$ cat src/rtl/ean_stream_pkg.sv
package ean_stream_pkg;

    localparam int DIG_MAX  = 13;
    localparam int DIG_BITS = 4 * DIG_MAX;

    typedef enum logic [3:0] {
        SEG_IDLE,
        SEG_LEAD,
        SEG_LGRD,
        SEG_LEFT,
        SEG_CGRD,
        SEG_RIGHT,
        SEG_RGRD,
        SEG_TAIL,
        SEG_MARK
    } seg_e;

    typedef struct packed {
        logic mark;
        logic bit_v;
    } cell_t;

    // set A left code, leftmost module in bit 6
    function automatic logic [6:0] code_set_a(input logic [3:0] d);
        case (d)
            4'd0:    return 7'b0001101;
            4'd1:    return 7'b0011001;
            4'd2:    return 7'b0010011;
            4'd3:    return 7'b0111101;
            4'd4:    return 7'b0100011;
            4'd5:    return 7'b0110001;
            4'd6:    return 7'b0101111;
            4'd7:    return 7'b0111011;
            4'd8:    return 7'b0110111;
            default: return 7'b0001011;
        endcase
    endfunction

    function automatic logic [6:0] code_right(input logic [3:0] d);
        return ~code_set_a(d);
    endfunction

    function automatic logic [6:0] code_set_b(input logic [3:0] d);
        logic [6:0] r;
        logic [6:0] o;
        r = code_right(d);
        for (int i = 0; i < 7; i++) o[i] = r[6-i];
        return o;
    endfunction

    // set B selection for left positions 1..6, position 1 in bit 5
    function automatic logic [5:0] set_b_mask(input logic [3:0] d);
        case (d)
            4'd0:    return 6'b000000;
            4'd1:    return 6'b001011;
            4'd2:    return 6'b001101;
            4'd3:    return 6'b001110;
            4'd4:    return 6'b010011;
            4'd5:    return 6'b011001;
            4'd6:    return 6'b011100;
            4'd7:    return 6'b010101;
            4'd8:    return 6'b010110;
            default: return 6'b011010;
        endcase
    endfunction

endpackage

$ cat src/rtl/ean_digit_check.sv
module ean_digit_check
    import ean_stream_pkg::*;
(
    input  logic [DIG_BITS-1:0] raw_digits,
    input  logic [3:0]          raw_len,
    output logic                code_ok,
    output logic                long_fmt,
    output logic [DIG_BITS-1:0] norm_digits,
    output logic [3:0]          check_digit
);

    logic       len_ok;
    logic       dec_ok;
    logic [9:0] wsum;

    always_comb begin
        len_ok = (raw_len == 4'd7) || (raw_len == 4'd8) ||
                 (raw_len == 4'd12) || (raw_len == 4'd13);
        dec_ok = 1'b1;
        for (int i = 0; i < DIG_MAX; i++) begin
            if ((4'(i) < raw_len) && (raw_digits[4*i +: 4] > 4'd9)) dec_ok = 1'b0;
        end
        long_fmt = (raw_len >= 4'd12);

        wsum = '0;
        if (long_fmt) begin
            for (int i = 0; i < 12; i++)
                wsum = wsum + 10'(raw_digits[4*i +: 4]) * (((i % 2) == 1) ? 10'd3 : 10'd1);
        end else begin
            for (int i = 0; i < 7; i++)
                wsum = wsum + 10'(raw_digits[4*i +: 4]) * (((i % 2) == 0) ? 10'd3 : 10'd1);
        end
        check_digit = 4'((10'd10 - (wsum % 10'd10)) % 10'd10);

        norm_digits = raw_digits;
        if (long_fmt && (raw_len == 4'd12)) norm_digits[48 +: 4] = check_digit;
        if (!long_fmt)                      norm_digits[28 +: 4] = check_digit;

        code_ok = len_ok && dec_ok;
    end

endmodule

$ cat src/rtl/ean_stream_builder.sv
module ean_stream_builder
    import ean_stream_pkg::*;
#(
    parameter int PAD_MODULES = 32,
    parameter int AW          = 8
) (
    input  logic                clk,
    input  logic                rst_n,
    input  logic                load,
    input  logic [DIG_BITS-1:0] load_digits,
    input  logic                load_long,
    output logic                wr_en,
    output logic [AW-1:0]       wr_addr,
    output cell_t               wr_cell
);

    localparam int PW        = 8;
    localparam int SHORT_END = 2 * PAD_MODULES + 67;
    localparam int LONG_END  = 2 * PAD_MODULES + 95;

    typedef struct packed {
        seg_e                seg;
        logic [PW-1:0]       cnt;
        logic [2:0]          sub;
        logic [3:0]          dig;
        logic [AW-1:0]       addr;
        logic [DIG_BITS-1:0] digits;
        logic                long_fmt;
        logic [5:0]          parity;
    } bld_t;

    bld_t cur_q, nxt_d;
    logic [3:0] sel_d;
    logic [6:0] code_d;
    logic [2:0] pidx_d;

    always_comb begin
        nxt_d   = cur_q;
        wr_en   = 1'b0;
        wr_cell = '0;
        sel_d   = cur_q.digits[4*cur_q.dig +: 4];
        pidx_d  = 3'(4'd6 - cur_q.dig);
        code_d  = code_set_a(sel_d);

        case (cur_q.seg)
            SEG_LEAD, SEG_TAIL: begin
                wr_en = 1'b1;
                if (cur_q.cnt == PW'(PAD_MODULES - 1)) begin
                    nxt_d.cnt = '0;
                    nxt_d.seg = (cur_q.seg == SEG_LEAD) ? SEG_LGRD : SEG_MARK;
                end else begin
                    nxt_d.cnt = cur_q.cnt + 1'b1;
                end
            end
            SEG_LGRD, SEG_RGRD: begin
                wr_en         = 1'b1;
                wr_cell.bit_v = (cur_q.cnt != PW'(1));
                if (cur_q.cnt == PW'(2)) begin
                    nxt_d.cnt = '0;
                    nxt_d.sub = '0;
                    if (cur_q.seg == SEG_LGRD) begin
                        nxt_d.seg = SEG_LEFT;
                        nxt_d.dig = cur_q.long_fmt ? 4'd1 : 4'd0;
                    end else begin
                        nxt_d.seg = SEG_TAIL;
                    end
                end else begin
                    nxt_d.cnt = cur_q.cnt + 1'b1;
                end
            end
            SEG_LEFT: begin
                wr_en = 1'b1;
                if (cur_q.long_fmt && cur_q.parity[pidx_d]) code_d = code_set_b(sel_d);
                wr_cell.bit_v = code_d[3'(3'd6 - cur_q.sub)];
                if (cur_q.sub == 3'd6) begin
                    nxt_d.sub = '0;
                    if (cur_q.dig == (cur_q.long_fmt ? 4'd6 : 4'd3)) begin
                        nxt_d.seg = SEG_CGRD;
                        nxt_d.cnt = '0;
                    end else begin
                        nxt_d.dig = cur_q.dig + 1'b1;
                    end
                end else begin
                    nxt_d.sub = cur_q.sub + 1'b1;
                end
            end
            SEG_CGRD: begin
                wr_en         = 1'b1;
                wr_cell.bit_v = cur_q.cnt[0];
                if (cur_q.cnt == PW'(4)) begin
                    nxt_d.seg = SEG_RIGHT;
                    nxt_d.cnt = '0;
                    nxt_d.sub = '0;
                    nxt_d.dig = cur_q.long_fmt ? 4'd7 : 4'd4;
                end else begin
                    nxt_d.cnt = cur_q.cnt + 1'b1;
                end
            end
            SEG_RIGHT: begin
                wr_en         = 1'b1;
                code_d        = code_right(sel_d);
                wr_cell.bit_v = code_d[3'(3'd6 - cur_q.sub)];
                if (cur_q.sub == 3'd6) begin
                    nxt_d.sub = '0;
                    if (cur_q.dig == (cur_q.long_fmt ? 4'd12 : 4'd7)) begin
                        nxt_d.seg = SEG_RGRD;
                        nxt_d.cnt = '0;
                    end else begin
                        nxt_d.dig = cur_q.dig + 1'b1;
                    end
                end else begin
                    nxt_d.sub = cur_q.sub + 1'b1;
                end
            end
            SEG_MARK: begin
                wr_en        = 1'b1;
                wr_cell.mark = 1'b1;
                nxt_d.seg    = SEG_IDLE;
            end
            default: ;
        endcase

        if (wr_en) nxt_d.addr = cur_q.addr + 1'b1;

        if (load) begin
            nxt_d.seg      = SEG_LEAD;
            nxt_d.cnt      = '0;
            nxt_d.sub      = '0;
            nxt_d.dig      = '0;
            nxt_d.addr     = '0;
            nxt_d.digits   = load_digits;
            nxt_d.long_fmt = load_long;
            nxt_d.parity   = set_b_mask(load_digits[3:0]);
        end
    end

    assign wr_addr = cur_q.addr;

    always_ff @(posedge clk or negedge rst_n) begin
        if (!rst_n) begin
            cur_q     <= '0;
            cur_q.seg <= SEG_IDLE;
        end else begin
            cur_q <= nxt_d;
        end
    end

    // the end marker lands right after the full frame of its format
    assert_marker_position_R4: assert property (@(posedge clk) disable iff (!rst_n)
        (cur_q.seg == SEG_MARK) |->
            (cur_q.addr == (cur_q.long_fmt ? AW'(LONG_END) : AW'(SHORT_END))));

endmodule

$ cat src/rtl/ean_cell_store.sv
module ean_cell_store
    import ean_stream_pkg::*;
#(
    parameter int DEPTH = 256,
    parameter int AW    = 8
) (
    input  logic          clk,
    input  logic          rst_n,
    input  logic          wr_en,
    input  logic [AW-1:0] wr_addr,
    input  cell_t         wr_cell,
    input  logic [AW-1:0] rd_addr,
    output cell_t         rd_cell
);

    cell_t mem_q [DEPTH];

    always_ff @(posedge clk or negedge rst_n) begin
        if (!rst_n) begin
            for (int i = 0; i < DEPTH; i++) mem_q[i] <= '{mark: 1'b1, bit_v: 1'b0};
        end else if (wr_en) begin
            mem_q[wr_addr] <= wr_cell;
        end
    end

    assign rd_cell = mem_q[rd_addr];

endmodule

$ cat src/rtl/ean_module_player.sv
module ean_module_player
    import ean_stream_pkg::*;
#(
    parameter int MODULE_CYCLES = 1000,
    parameter int AW            = 8
) (
    input  logic          clk,
    input  logic          rst_n,
    input  logic          restart,
    input  cell_t         rd_cell,
    output logic [AW-1:0] rd_addr,
    output logic          serial_out
);

    localparam int            CW   = $clog2(MODULE_CYCLES);
    localparam logic [CW-1:0] LAST = CW'(MODULE_CYCLES - 1);

    typedef struct packed {
        logic [CW-1:0] cnt;
        logic [AW-1:0] ptr;
        logic          out;
    } ply_t;

    ply_t cur_q, nxt_d;
    logic tick;

    always_comb begin
        nxt_d = cur_q;
        tick  = (cur_q.cnt == LAST);
        if (tick) begin
            nxt_d.cnt = '0;
            if (rd_cell.mark) begin
                nxt_d.out = 1'b0;
            end else begin
                nxt_d.out = ~rd_cell.bit_v;
                nxt_d.ptr = cur_q.ptr + 1'b1;
            end
        end else begin
            nxt_d.cnt = cur_q.cnt + 1'b1;
        end
        if (restart) begin
            nxt_d.cnt = '0;
            nxt_d.ptr = '0;
            nxt_d.out = 1'b1;
        end
    end

    always_ff @(posedge clk or negedge rst_n) begin
        if (!rst_n) cur_q <= '0;
        else        cur_q <= nxt_d;
    end

    assign rd_addr    = cur_q.ptr;
    assign serial_out = cur_q.out;

    assert_restart_high_R3: assert property (@(posedge clk) disable iff (!rst_n)
        restart |=> serial_out);

    assert_marker_freeze_R8: assert property (@(posedge clk) disable iff (!rst_n)
        (tick && rd_cell.mark && !restart) |=> (!serial_out && $stable(cur_q.ptr)));

    assert_hold_between_ticks_R4: assert property (@(posedge clk) disable iff (!rst_n)
        (!tick && !restart) |=> ($stable(cur_q.ptr) && $stable(serial_out)));

endmodule

$ cat src/rtl/ean_bit_streamer.sv
module ean_bit_streamer
    import ean_stream_pkg::*;
#(
    parameter int MODULE_CYCLES = 1000,
    parameter int PAD_MODULES   = 32,
    parameter int DEPTH         = 256
) (
    input  logic                clk,
    input  logic                rst_n,
    input  logic [DIG_BITS-1:0] load_digits,
    input  logic [3:0]          load_len,
    input  logic                start,
    output logic [7:0]          status,
    output logic                code_reject
);

    localparam int AW = $clog2(DEPTH);

    logic                code_ok;
    logic                long_fmt;
    logic [DIG_BITS-1:0] norm_digits;
    logic [3:0]          check_digit;
    logic                accept;
    logic                wr_en;
    logic [AW-1:0]       wr_addr;
    cell_t               wr_cell;
    logic [AW-1:0]       rd_addr;
    cell_t               rd_cell;
    logic                serial_out;
    logic                reject_d, reject_q;

    ean_digit_check u_check (
        .raw_digits  (load_digits),
        .raw_len     (load_len),
        .code_ok     (code_ok),
        .long_fmt    (long_fmt),
        .norm_digits (norm_digits),
        .check_digit (check_digit)
    );

    assign accept   = start && code_ok;
    assign reject_d = start && !code_ok;

    ean_stream_builder #(.PAD_MODULES(PAD_MODULES), .AW(AW)) u_build (
        .clk         (clk),
        .rst_n       (rst_n),
        .load        (accept),
        .load_digits (norm_digits),
        .load_long   (long_fmt),
        .wr_en       (wr_en),
        .wr_addr     (wr_addr),
        .wr_cell     (wr_cell)
    );

    ean_cell_store #(.DEPTH(DEPTH), .AW(AW)) u_store (
        .clk     (clk),
        .rst_n   (rst_n),
        .wr_en   (wr_en),
        .wr_addr (wr_addr),
        .wr_cell (wr_cell),
        .rd_addr (rd_addr),
        .rd_cell (rd_cell)
    );

    ean_module_player #(.MODULE_CYCLES(MODULE_CYCLES), .AW(AW)) u_play (
        .clk        (clk),
        .rst_n      (rst_n),
        .restart    (accept),
        .rd_cell    (rd_cell),
        .rd_addr    (rd_addr),
        .serial_out (serial_out)
    );

    always_ff @(posedge clk or negedge rst_n) begin
        if (!rst_n) reject_q <= 1'b0;
        else        reject_q <= reject_d;
    end

    assign code_reject = reject_q;
    assign status      = {4'b0000, serial_out, 3'b000};

    assert_check_digit_decimal_R6: assert property (@(posedge clk) disable iff (!rst_n)
        accept |-> (check_digit <= 4'd9));

endmodule

$ cat config.mk
export PLATFORM = sky130hd
export DESIGN_NAME = ean_bit_streamer
export DESIGN_NICKNAME = d
export VERILOG_FILES = /design/src/rtl/ean_stream_pkg.sv /design/src/rtl/ean_digit_check.sv /design/src/rtl/ean_stream_builder.sv /design/src/rtl/ean_cell_store.sv /design/src/rtl/ean_module_player.sv /design/src/rtl/ean_bit_streamer.sv
export SDC_FILE = /design/constraint.sdc
export NUM_CORES = 2
export LEC_CHECK = 0
export BUFFER_PORTS_ARGS = -buffer_cell sky130_fd_sc_hd__buf_2
export CAP_MARGIN = 0
export CORE_UTILIZATION = 43
export CTS_BUF_LIST = sky130_fd_sc_hd__clkbuf_4
export CTS_CLUSTER_SIZE = 28
export DETAILED_ROUTE_END_ITERATION = 8
export GPL_TIMING_DRIVEN = 0
export PLACE_DENSITY = 0.58
export SYNTH_ARGS = -nofsm -noshare
export SYNTH_HDL_FRONTEND = slang
export SYNTH_SLANG_ARGS = --single-unit
$ cat constraint.sdc
create_clock -name clk -period 5.1 [get_ports clk]
set_clock_uncertainty 0.2 [all_clocks]
set_input_delay 0.51 -clock clk [delete_from_list [all_inputs] [get_ports clk]]
set_output_delay 0.51 -clock clk [all_outputs]
set_load 0.005 [all_outputs]
==> flow_metrics.tcl <==
set metrics [dict create \
    dominantRegCellSynth "dfrtp_1" \
    detail_route.iter0.violations 2261 \
    postSynthCellCount 3382 \
    die_area_sq_mm 0.0820 \
    yosysWarnings 0 \
    synth_area_leader_cell "dfrtp_1" \
    clock_tree.buffer_depth 3 \
    routed_wl_um 111000 \
    whs_path_depth 5 \
    max_stage_delay_ns 0.60 \
    crit_type "in2reg" \
    fin_util_pct 51.1 \
    hp-start "load_len[0]" \
    setup_viol 7 \
    clock_latency_ns 1.04 \
    worstPathRequired_ns 5.86 \
    place_congestion 0.918 \
    num_rows 103 \
    drv_slew 11 \
    syn2layout_area_growth_pct 16.9 \
    worst_slack_ns -5.91 \
    dpl_worst_slack_ns -7.60 \
    r2r_end "u_play.serial_out$_DFFE_PN0P_" \
    via_count 27303 \
    synth_area_per_cell_sq_um 10.3 \
    hp-class "in2reg" \
    coreArea_sq_mm 0.0795 \
    path_max_fanout 6 \
    multiInputGateArea_sq_mm 0.0181 \
    numCtsBuffers 164 \
    cap_violations 1 \
    dr.max_layer_used "met4" \
    worstMarginPinSlew_ns 1.52 \
    r2r-start "u_play.rd_addr[2]$_DFFE_PN0P_" \
    final_nets 3955 \
    htreeDepth 4 \
    violations "max-capacitance violations, max-slew violations, negative setup slack" \
    cpMaxStageDelayCell "fa_2" \
    overflow 0 \
    syn-cell-area_sq_mm 0.0348 \
    drc_errors 0 \
    hold_path_end "u_build.cur_q[58]$_DFFE_PN0P_" \
    dpl.hpwl_um 74100 \
    clockRootBuffer "clkbuf_4" \
    antenna_found_initial 4 \
    synth_top_area_share_pct 26.0 \
    ff2ff_setup_slack_ns -0.04 \
    die_w_um 286 \
    fillers 7252 \
    fp.dieH_um 286 \
    period_share_pct 216 \
    drtAntennaViolNets 0 \
    drive_gt1_share_pct 28.7 \
    num_io_pins 68 \
    start_util_pct 43.7 \
    reg2reg_depth 9 \
    wl_per_cell_um 22.6 \
    synth_edf_count 0 \
    cp_common_cell "fa_1" \
    start_kind "input port" \
    fmax_mhz 90.8 \
    vias_per_cell 5.56 \
    ys_top_cells_by_area "dfrtp_1 (26%), dfstp_2 (19%), mux4_2 (12%), nand2_1 (8.5%), o21ai_0 (7.5%)" \
    grt_usage_pct 27.7 \
    cp.arrival_ns 11.77 \
    critPathCaptureType "flop" \
    wl_met2_um 51900 \
    first_pass_iters 6 \
    post-route-min-period_ns 11.01 \
    cts_tree "done" \
    wl_met1_um 47600 \
    path_clk_slew_ns 0.07 \
    regArea_sq_mm 0.0158 \
    clock-sinks 617 \
    grt_pass1_vias 27351 \
    wl_met3_um 7290 \
    ys_seq_elements 617 \
    grt_pass1_wl_um 170000 \
    finalHoldViolations 0 \
    synth_cell_types 103 \
    async_flop_share_pct 100 \
    seq_area_frac_synth_pct 45.3 \
    port_buffers 59 \
    grt_max_degree 111 \
    rsz0062_at_grt "true" \
    slew_headroom_pct -1.51 \
    status "complete, but fails checks" \
]
[worst max-delay path: cells and delay by family]
kind                     cells  cell delay, ns
buffers and inverters        4            0.23
adder cells (fa/ha/maj)     12            4.69
multiplexers                 1            0.33
AND/OR/NAND/NOR             11            2.51
XOR/XNOR                     1            0.15
AO/OA/AOI/OAI               16            3.30
[routing by layer]
| layer | global-route usage (%) | vias up |
|---|---|---|
| met4 | 10.9 | 0 |
| met1 | 37.4 | 13530 |
| li1 | - | 12530 |
| met3 | 5.12 | 236 |
| met5 | 0 | - |
| met2 | 44.4 | 1007 |
[logic make-up (layout without fill, tap and decap cells)]
group | Yosys count | after routing | synth area share (%)
buffers and inverters | 376 | 849 | 4.18
xor gates and xnor gates | 45 | 45 | 1.13
muxes | 268 | 268 | 14.6
DFF | 617 | 617 | 45.3
adders and majority gates | 179 | 179 | 8.34
other | 1 | 8 | 0.0108
and+or+nand+nor | 1129 | 1129 | 13.7
AOI/OAI and AO/OA | 767 | 767 | 12.7
[registers in the layout, summed over array words and instances (netlist names)]
register	cells
code_reject	1
u_build.cur_q	77
u_build.wr_addr	8
u_play.cur_q	10
u_play.rd_addr	8
u_play.serial_out	1
u_store.mem_q	512
[stage by stage]
stage | hold slack (ns) | instance area (sq um) | instances | setup TNS, ns
final | 0.124 | 40600 | 4912 | -35.13
after global routing | 0.111 | 40600 | 4912 | -36.86
after CTS | 0.00822 | 40300 | 4893 | -34.71
after detailed placement | 0.266 | 36800 | 4506 | -506.23
after global placement | 0.256 | 36500 | 4497 | -5508.53
after floorplan | 0.0144 | 34900 | 3388 | -37.84
[synth_stat cells, drive strengths merged (7+ instances only)]
cell / n
mux2i: 12
a31oi: 12
a21o: 13
o21ai: 534
dfstp: 256
mux2: 73
a21oi: 89
nand2: 786
or3: 10
clkbuf: 150
xnor2: 27
o221ai: 8
a31o: 7
nor3: 29
nor2b: 10
mux4: 183
nor4: 8
nand4: 8
inv: 177
buf: 48
nand3: 32
and2: 28
ha: 90
dfrtp: 361
fa: 88
and3: 20
nor2: 147
a211oi: 14
or2: 12
xor2: 18
o211ai: 10
nand2b: 19
[cells in the final DEF, fill, tap and decap left out, types with 85 or more instances in the layout]
cell / n
nor2_1: 139
fa_1: 85
o21ai_0: 519
inv_1: 170
mux4_2: 183
clkbuf_1: 102
nand2_1: 782
clkbuf_4: 277
dfrtp_1: 360
dfstp_2: 256
[repair_timing]
action                                  in CTS  in global routing
pin swaps                                   22                 32
hold buffers                                60                  0
buffers inserted                            19                 21
endpoints found under the setup margin     271                242
hold endpoints to repair                   256                  0
gates resized for setup                    119                 82
gates cloned                                 0                  0
[layout make-up]
class | count | share of cell area [%]
clock buffers | 265 | 4.89
flip-flops and latches | 617 | 38.8
repair buffers | 168 | 3.71
inverters | 178 | 1.64
clock inverters | 44 | 0.911
plain buffers | 194 | 2.26
diodes | 1 | 0.00616
well taps | 1050 | 3.23
multi-input cells | 2395 | 44.6
[worst max-delay path by stage]
stage	startpoint	endpoint	slack [ns]	depth (start not counted)
after floorplan	load_digits[5]	u_build.cur_q[37]$_DFFE_PN0P_	-6.34	47
after global placement	rst_n	u_store.mem_q[82]$_DFFE_PN0P_	-9.94	1
after detailed placement	load_digits[1]	u_build.cur_q[36]$_DFFE_PN0P_	-7.60	46
after CTS	load_digits[5]	u_build.cur_q[37]$_DFFE_PN0P_	-5.83	47
after global routing	load_digits[5]	u_build.cur_q[57]$_DFFE_PN0P_	-6.19	45
final	load_digits[5]	u_build.cur_q[57]$_DFFE_PN0P_	-5.91	45
Power is not shown: default switching activity piles up to over one toggle a cycle in this logic, so the estimate is an artifact.
